<file path="src/rtl/thalarm_pkg.sv">
package thalarm_pkg;

    typedef enum logic [1:0] {
        CMP_LE   = 2'd0,
        CMP_GE   = 2'd1,
        CMP_RSV2 = 2'd2,
        CMP_RSV3 = 2'd3
    } cmp_mode_e;

    typedef enum logic {
        ST_IDLE = 1'b0,
        ST_HELD = 1'b1
    } hold_state_e;

endpackage

</file>
<file path="src/rtl/thalarm_compare.sv">
module thalarm_compare #(
    parameter int DATA_W = 16,
    parameter int MODE_W = 2
) (
    input  logic [DATA_W-1:0] sample_i,
    input  logic [DATA_W-1:0] thresh_i,
    input  logic [MODE_W-1:0] mode_i,
    output logic              hit_o
);
    import thalarm_pkg::*;

    logic signed [DATA_W-1:0] s_sample;
    logic signed [DATA_W-1:0] s_thresh;
    cmp_mode_e                rule;

    always_comb begin
        s_sample = $signed(sample_i);
        s_thresh = $signed(thresh_i);
        rule     = cmp_mode_e'(mode_i);
    end

    // Signed compare; reserved codes never match.
    always_comb begin
        unique case (rule)
            CMP_LE:  hit_o = (s_sample <= s_thresh);
            CMP_GE:  hit_o = (s_sample >= s_thresh);
            default: hit_o = 1'b0;
        endcase
    end

endmodule

</file>
<file path="src/rtl/thalarm_hold_fsm.sv">
module thalarm_hold_fsm (
    input  logic clk,
    input  logic rst_n,
    input  logic set_i,
    input  logic clr_i,
    output logic held_o
);
    import thalarm_pkg::*;

    hold_state_e state_q;
    hold_state_e state_d;

    // Next-state logic: SET has priority over CLEAR.
    always_comb begin
        state_d = state_q;
        unique case (state_q)
            ST_IDLE: if (set_i) state_d = ST_HELD;
            ST_HELD: if (clr_i && !set_i) state_d = ST_IDLE;
            default: state_d = ST_IDLE;
        endcase
    end

    always_ff @(posedge clk or negedge rst_n) begin
        if (!rst_n) state_q <= ST_IDLE;
        else        state_q <= state_d;
    end

    always_comb begin
        unique case (state_q)
            ST_HELD: held_o = 1'b1;
            default: held_o = 1'b0;
        endcase
    end

    assert_hold_sticky_R7: assert property (@(posedge clk) disable iff (!rst_n)
        (held_o && !clr_i) |=> held_o);

    assert_clear_takes_R8: assert property (@(posedge clk) disable iff (!rst_n)
        (clr_i && !set_i) |=> !held_o);

    assert_set_wins_R9: assert property (@(posedge clk) disable iff (!rst_n)
        set_i |=> held_o);

endmodule

</file>
<file path="src/rtl/thermal_threshold_alarm.sv">
module thermal_threshold_alarm #(
    parameter int DATA_W = 16,
    parameter int MODE_W = 2
) (
    input  logic              clk,
    input  logic              rst_n,
    input  logic              sample_vld,
    input  logic [DATA_W-1:0] sample_temp,
    input  logic [DATA_W-1:0] thresh_temp,
    input  logic [MODE_W-1:0] cmp_mode,
    input  logic              alarm_ie,
    input  logic              alarm_clr,
    input  logic              ready_clr,
    output logic              cmp_live,
    output logic              alarm_flag,
    output logic              data_ready,
    output logic              alarm_irq
);
    logic hit;
    logic live_set;
    logic live_clr;
    logic flag_set;

    thalarm_compare #(
        .DATA_W (DATA_W),
        .MODE_W (MODE_W)
    ) u_compare (
        .sample_i (sample_temp),
        .thresh_i (thresh_temp),
        .mode_i   (cmp_mode),
        .hit_o    (hit)
    );

    always_comb begin
        live_set = sample_vld && hit;
        live_clr = sample_vld && !hit;
        flag_set = sample_vld && hit;
    end

    thalarm_hold_fsm u_live (
        .clk    (clk),
        .rst_n  (rst_n),
        .set_i  (live_set),
        .clr_i  (live_clr),
        .held_o (cmp_live)
    );

    thalarm_hold_fsm u_flag (
        .clk    (clk),
        .rst_n  (rst_n),
        .set_i  (flag_set),
        .clr_i  (alarm_clr),
        .held_o (alarm_flag)
    );

    thalarm_hold_fsm u_ready (
        .clk    (clk),
        .rst_n  (rst_n),
        .set_i  (sample_vld),
        .clr_i  (ready_clr),
        .held_o (data_ready)
    );

    always_comb alarm_irq = alarm_flag && alarm_ie;

    assert_le_match_R2: assert property (@(posedge clk) disable iff (!rst_n)
        (sample_vld && cmp_mode == 2'd0 && $signed(sample_temp) <= $signed(thresh_temp))
        |=> (alarm_flag && cmp_live));

    assert_ge_match_R3: assert property (@(posedge clk) disable iff (!rst_n)
        (sample_vld && cmp_mode == 2'd1 && $signed(sample_temp) >= $signed(thresh_temp))
        |=> (alarm_flag && cmp_live));

    assert_reserved_quiet_R5: assert property (@(posedge clk) disable iff (!rst_n)
        (sample_vld && cmp_mode[1]) |=> !cmp_live);

    assert_live_stable_R6: assert property (@(posedge clk) disable iff (!rst_n)
        !sample_vld |=> $stable(cmp_live));

    assert_irq_needs_ie_R10: assert property (@(posedge clk) disable iff (!rst_n)
        alarm_irq |-> (alarm_ie && alarm_flag));

    assert_ready_set_R11: assert property (@(posedge clk) disable iff (!rst_n)
        sample_vld |=> data_ready);

endmodule

</file>
<file path="config.mk">
export PLATFORM = sky130hd
export DESIGN_NAME = thermal_threshold_alarm
export DESIGN_NICKNAME = d
export VERILOG_FILES = /design/src/rtl/thalarm_pkg.sv /design/src/rtl/thalarm_compare.sv /design/src/rtl/thalarm_hold_fsm.sv /design/src/rtl/thermal_threshold_alarm.sv
export SDC_FILE = /design/constraint.sdc
export NUM_CORES = 1
export LEC_CHECK = 0
export BUFFER_PORTS_ARGS = -buffer_cell sky130_fd_sc_hd__buf_2
export CORE_MARGIN = 2
export CORE_UTILIZATION = 41
export DETAILED_ROUTE_END_ITERATION = 8
export HOLD_SLACK_MARGIN = 0.03
export PLACE_DENSITY = 0.9
export SLEW_MARGIN = 20
export SYNTH_ARGS = -nofsm -noshare
export SYNTH_HDL_FRONTEND = slang
export SYNTH_SLANG_ARGS = --single-unit
export TNS_END_PERCENT = 100
</file>
<file path="constraint.sdc">
create_clock -name clk -period 1.1 [get_ports clk]
set_input_delay 0.11 -clock clk [delete_from_list [all_inputs] [get_ports clk]]
set_output_delay 0.11 -clock clk [all_outputs]
set_load 0.1 [all_outputs]
</file>
Word-level counts from Yosys, hierarchy flattened:

Index checks and enable logic that the tools add are counted.

* $lt $le $gt $ge: 2
* equality and inequality tests: 1
* multiplexer cells: 12
* bitwise logic cells: 3
* reduce and logical (&&, ||, !) cells: 10

Operator list (number)
* 16-bit >= comparator: 1
* 16-bit <= comparator: 1
* 1-bit 2-to-1 mux: 8
* 1-bit case mux with 2 select lines: 4
* 1-bit logical AND: 6
* 1-bit zero test: 3
* 1-bit inverter: 3
* 2-bit by 1-bit equality test with 1-bit output, second input constant: 1
* 2-bit zero test: 1

* flip-flop bits (word level): 3
* logic and storage cells: 31

Logic depth before layout (Yosys ltp):

Gate-level depths: netlist of the first run.

* depth in word-level cells: 7
* depth in mapped cells: 7
* gate-level depth less buffers: 7

Hierarchy:

A second synthesis of the first run with hierarchy kept.

* cells, all modules: 73
* area total of the unflattened synthesis: 569.3 um^2

Modules (own cells, without submodules)
* thalarm_compare: instances 1, cells an instance 61, area each 437.9 um^2, seq. area each 0.0 um^2
* thalarm_hold_fsm: instances 3, cells an instance 3, area each 36.3 um^2, seq. area each 25.0 um^2
* thermal_threshold_alarm: instances 1, cells an instance 3, area each 22.5 um^2, seq. area each 0.0 um^2

Least setup slack after synthesis of the first run:

OpenSTA, ideal clock, no wires.

* path kind: reg2out
* from: reg u_flag.state_q
* to: out alarm_irq
* arrival: 1782 ps
* setup slack: -792 ps
* stages on the path, launching flop included: 2
* path buffers: 0
* cells stage by stage: dfrtp_1 and2_1

* longest elaborated chain between the ends: 2

Ends and longest elaborated chain
* from (decl): RTL line thalarm_hold_fsm.sv:10 `hold_state_e state_q;`
* from (signal assigned): RTL line thalarm_hold_fsm.sv:25 `else state_q <= state_d;`
* 1-bit 2-to-1 mux: RTL line thalarm_hold_fsm.sv:29 `unique case (state_q)`
* 1-bit logical AND: RTL line thermal_threshold_alarm.sv:64 `always_comb alarm_irq = alarm_flag && alarm_ie;`
* to (decl): RTL line thermal_threshold_alarm.sv:17 `output logic alarm_irq`

Every way passes these cells.

==> impl_metrics.yaml, run 1 <==
finish:
  postLayoutCoreUtil_pct: 91.0
  fin_nets: 185
  final_cell_mix: "30 x buf_2, 13 x inv_1, 9 x ha_4, 8 x buf_6, 7 x ha_1"
  areaGrowthSynthToFinish_pct: 108
  antennaDiodeCount: 0
  drive_above_1_share_pct: 60.9
  final_common_cell: "buf_2"
placed_design:
  place_ws_ns: -0.576
  hpwl_um: 1480
  io_buffer_count: 43
  routabilityCongestion: 0.696
floorplanning:
  die_area_um2: 1700
  boundaryPins: 44
  initial_core_util_pct: 43.8
  core_area_um2: 1300
  die_y_um: 41.3
  die_w_um: 41.3
  rows: 13
synthesis:
  yosysTopAreaCell: "ha_1"
  synthCells: 74
  synth_cell_types: 23
  synth_top_area_share_pct: 35.2
  syn_area_per_cell_um2: 7.69
  synth_seq_area_share_pct: 13.2
  synth.area.top_cells: "ha_1 35%, dfrtp_1 13%, inv_1 13%, a21oi_1 5.3%, nand3_1 2.6%"
  synth_nets: 130
  ys_warn_count: 0
  ys_ff_latch: 3
  syn-cell-area_um2: 569
timing:
  fin_crit_ns: 1.54
  clock_skew_ns: 0
  setup_viol_count_final: 2
  relSlewSlack_pct: 71.9
  grt_setup_unrepaired: "true"
  hold_viol_final: 0
  setup_ws_ns: -0.437
  finalCritPeriodShare_pct: 140
  fmax_mhz: 651
  worst_pin_slew_ns: 0.416
  final_max_slew_viol_count: 0
setup_path:
  criticalPathCategory: "input port to flip-flop"
  cp-end-kind: "flip-flop"
  startpoint_type: "input port"
  crit_fanout: 3
  worst_ep_arrival_time_ns: 1.63
  cp.required_ns: 1.19
run_status:
  violations: "negative setup slack"
  status: "finished with violations"
routing:
  ant_nets: 0
  drc: 0
  routed_wl_um: 2660
  first_iter_violations: 27
  viasPerCell: 5.69
  vias: 813
  drtPass1Iterations: 4
  wl_per_cell_um: 18.6
run:
  drv_cap: 0
pwr:
  pwr_density_cell_nw_per_um2: 837
  leakagePower_nw: 0.609
  ir_drop_mv: 0.681
grt:
  track_usage_pct: 25.6
  grt_max_degree: 4
  grt_pass1_wl_um: 2780
  grt_pass1_vias: 731
  gr-total-overflow: 0
  antenna_found_initial: 0
clock_tree:
  cts.clk_slew.worst_paths_ns: 0.04
  clock-sinks: 3
  clock_insertion_delay_worst_skew_ns: 0.25
  cts-root-buf: "clkbuf_4"
  cts_buffers: 3
  cts_htree_levels: 1
  cts.path.max_buffers: 2
  cts_tree: "yes"
min_path:
  min_path_type: "input port to flip-flop"
metrics by stage:
stage	power (W)	std cells	TNS (ns)	hold slack, ns	area (um2)
3_3_place_gp	0.000618	135	-1.00	-0.0934	980
2_1_floorplan	0.000422	74	-0.800	-0.186	663
5_1_grt	0.00104	143	-0.778	0.0755	1180
3_5_place_dp	0.000640	135	-1.12	-0.0905	980
6_report	0.000990	143	-0.798	0.100	1180
4_1_cts	0.000910	143	-0.386	0.0939	1130
cell families after synthesis:
logic type,count (synthesis),share of synthesized area [%]
simple gates,19,19.1
compound gates,15,17.8
buf+inv,20,13.2
flops,3,13.2
xor+xnor,1,1.54
fa+ha+maj,16,35.2
repair_timing:
item	4_1_cts	5_1_grt
setup buffers	3	0
hold buffers	1	0
setup endpoints to repair	3	3
endpoints found under the hold margin	3	0
resized for setup	16	10
pin swaps	11	7
path summary, 6_finish.rpt:
check / start / endpoint / slack [ns] / depth (start not counted)
max: thresh_temp[15] / flip-flop / -0.44 / 8
min: ready_clr / u_ready.state_q / 0.10 / 2
max reg2reg: u_flag.state_q / u_flag.state_q / 0.20 / 3
min reg2reg: u_ready.state_q / u_ready.state_q / 0.63 / 2
max in group asynchronous: rst_n / u_ready.state_q / 0.73 / 2
min in group asynchronous: rst_n / u_flag.state_q / 0.23 / 2
cell usage after synthesis, drive strengths merged:
| master | n |
|---|---|
| a2111o | 1 |
| a211oi | 1 |
| a21boi | 1 |
| a21oi | 6 |
| and2 | 1 |
| and4 | 1 |
| dfrtp | 3 |
| ha | 16 |
| inv | 20 |
| nand2 | 4 |
| nand2b | 2 |
| nand3 | 3 |
| nand4 | 3 |
| nor2 | 3 |
| nor3 | 2 |
| o2111ai | 1 |
| o211a | 1 |
| o21a | 1 |
| o21ai | 2 |
| o41ai | 1 |
| xor2 | 1 |
cell type report:
class | instances | area (um2)
clock buffer | 4 | 26.3
fill | 56 | 118
inverter | 20 | 95.1
multi-input combinational | 51 | 576
sequential | 3 | 77.6
tap | 15 | 18.8
timing repair buffer | 50 | 390
critical path, stage by stage:
cell       delay (ns)
buf_2            0.11
inv_2            0.07
ha_4             0.22
buf_4            0.14
xor2_1           0.28
nor3_1           0.12
o21ai_0          0.36
o2111ai_2        0.20
routing by layer:
metal	GRT usage, %	up-vias	wire (um)	share of wire (%)
met5	0	-	0	0
met4	8.87	0	145	5.5
met3	4.89	16	143	5.4
met2	53.5	56	1490	56
met1	23.5	380	883	33
li1	-	361	-	-
power by group:
group          internal [W]  switching (W)  leakage [nW]
clock              0.000138      0.0000871        0.0150
sequential         0.000127      0.0000162        0.0347
combinational      0.000285       0.000337         0.559
(Power assumes the default switching activity.)
==> inputs of run 2 (changes only) <==
==> constraint.sdc (replaced) <==
create_clock -name clk -period 2 [get_ports clk]
set_input_delay 0.2 -clock clk [delete_from_list [all_inputs] [get_ports clk]]
set_output_delay 0.2 -clock clk [all_outputs]
set_load 0.1 [all_outputs]
==> run 2 against run 1 <==
Net effect: the run now ends clean; flip-flop and latch count unchanged; worst setup slack improved by 0.95 ns; combinational power decreased by 67%; die area unchanged; total power decreased by 60%; register-to-register slack improved by 1.1 ns; clock power decreased by 52%; critical path depth unchanged; global-route usage decreased by 6.4 points; design area decreased by 29%.
==> impl_metrics.yaml, run 2 (synthesized netlist as in run 1, its figures left out) <==
clock_tree:
  cts.path.max_buffers: 2
  clock-sinks: 3
  cts_resized: 0
  cts_htree_levels: 1
  cts-root-buf: "clkbuf_4"
  cts_tree: "yes"
  clock_insertion_delay_worst_skew_ns: 0.23
  cts_buffers: 3
  cts.clk_slew.worst_paths_ns: 0.04
placed_design:
  placed_area_um2: 803
  dp.cells: 132
  hpwl_um: 1210
  routabilityCongestion: 0.687
  io_buffer_count: 43
floorplanning:
  rows: 13
  die_y_um: 41.3
  die_area_um2: 1700
  initial_core_util_pct: 43.8
  boundaryPins: 44
  core_area_um2: 1300
  die_w_um: 41.3
timing:
  grt_setup_unrepaired: "false"
  setup_tns_ns: 0
  final_max_slew_viol_count: 0
  relSlewSlack_pct: 67.5
  hold_viol_final: 0
  fin_crit_ns: 1.48
  finalCritPeriodShare_pct: 74.1
  fmax_mhz: 674
  whs_ns: 0.159
  setup_viol_count_final: 0
  worst_pin_slew_ns: 0.491
  clock_skew_ns: 0
setup_path:
  startpoint_type: "input port"
  worst_ep_arrival_time_ns: 1.63
  cp-end-kind: "flip-flop"
  path_buf_inv: 2
  crit_chain: "buf_2, inv_1, ha_1, nand4_2, nor3_2, o41ai_1, a2111o_1, o2111ai_1"
  worst-path-stages: 8
  cp.required_ns: 2.15
  r2r_cells: 2
  crit_fanout: 3
  cpPeakStageDelay_ns: 0.44
  crit_family: "compound AO/OA/AOI/OAI gates"
  criticalPathCategory: "input port to flip-flop"
  cp_slowest_cell: "a2111o_1"
grt:
  track_usage_pct: 19.2
  antenna_found_initial: 0
  grt_pass1_wl_um: 2250
  gr-total-overflow: 0
  grt_pass1_vias: 637
  grt_max_degree: 4
pwr:
  pwr_density_cell_nw_per_um2: 466
  leakagePower_nw: 0.529
  ir_drop_mv: 0.412
finish:
  antennaDiodeCount: 0
  final_cell_mix: "43 x buf_2, 20 x inv_1, 16 x ha_1, 6 x a21oi_1, 4 x nand2_1"
  final_cells: 137
  fin_nets: 179
  drive_above_1_share_pct: 39.3
  areaGrowthSynthToFinish_pct: 47.5
  final_area_um2: 840
  final_common_cell: "buf_2"
min_path:
  min_path_type: "input port to flip-flop"
  worstHoldPathCells: 2
routing:
  wl_per_cell_um: 9.55
  drc: 0
  first_iter_violations: 5
  viasPerCell: 4.88
  routed_wl_um: 1310
  ant_nets: 0
  drtPass1Iterations: 4
  vias: 669
run_status:
  status: "complete, no violations"
run:
  drv_cap: 0
-- run 2: per-layer routing --
metal / routed length [um] / share of wire, % / track usage [%]
met1: 494 / 38 / 21.2
met5: 0 / 0 / 0
met3: 123 / 9.4 / 4.89
met4: 0 / 0 / 2.42
met2: 691 / 53 / 37.1
-- run 2: worst paths after layout --
check | from | to | slack (ns)
max | thresh_temp[15] | flip-flop | 0.52
min | ready_clr | u_ready.state_q | 0.16
max reg2reg | flip-flop | flip-flop | 1.32
min reg2reg | u_flag.state_q | u_flag.state_q | 0.51
max in group asynchronous | rst_n | u_flag.state_q | 1.59
min in group asynchronous | rst_n | asynchronous set/reset pin | 0.30
-- run 2: timing repair --
item | in CTS | in global routing
hold endpoints to repair | 3 | 0
hold buffers | 1 | 0
endpoints found under the setup margin | 0 | 0
buffers inserted | 0 | 0
-- run 2: power breakdown --
| part | switching, W | internal (W) | leakage (nW) | total (W) |
|---|---|---|---|---|
| combinational | 0.000136 | 0.0000728 | 0.477 | 0.000208 |
| clock | 0.0000343 | 0.0000750 | 0.0150 | 0.000109 |
| sequential | 0.00000499 | 0.0000689 | 0.0368 | 0.0000739 |
-- run 2: area by class of cell --
| class | count | area, um2 |
|---|---|---|
| fillers | 129 | 462 |
| clock buffers | 4 | 26.3 |
| multi-input cells | 51 | 419 |
| repair buffers | 44 | 225 |
| inverters | 20 | 75.1 |
| flip-flops and latches | 3 | 75.1 |
| well taps | 15 | 18.8 |
-- run 2: through the flow --
step           total power (W)  setup slack (ns)  utilization (%)
2_1_floorplan         0.000218            0.0181                -
3_3_place_gp          0.000278             0.327             61.7
3_5_place_dp          0.000283             0.246             61.7
4_1_cts               0.000399             0.494             64.5
5_1_grt               0.000426             0.341             64.5
6_report              0.000392             0.517             64.5
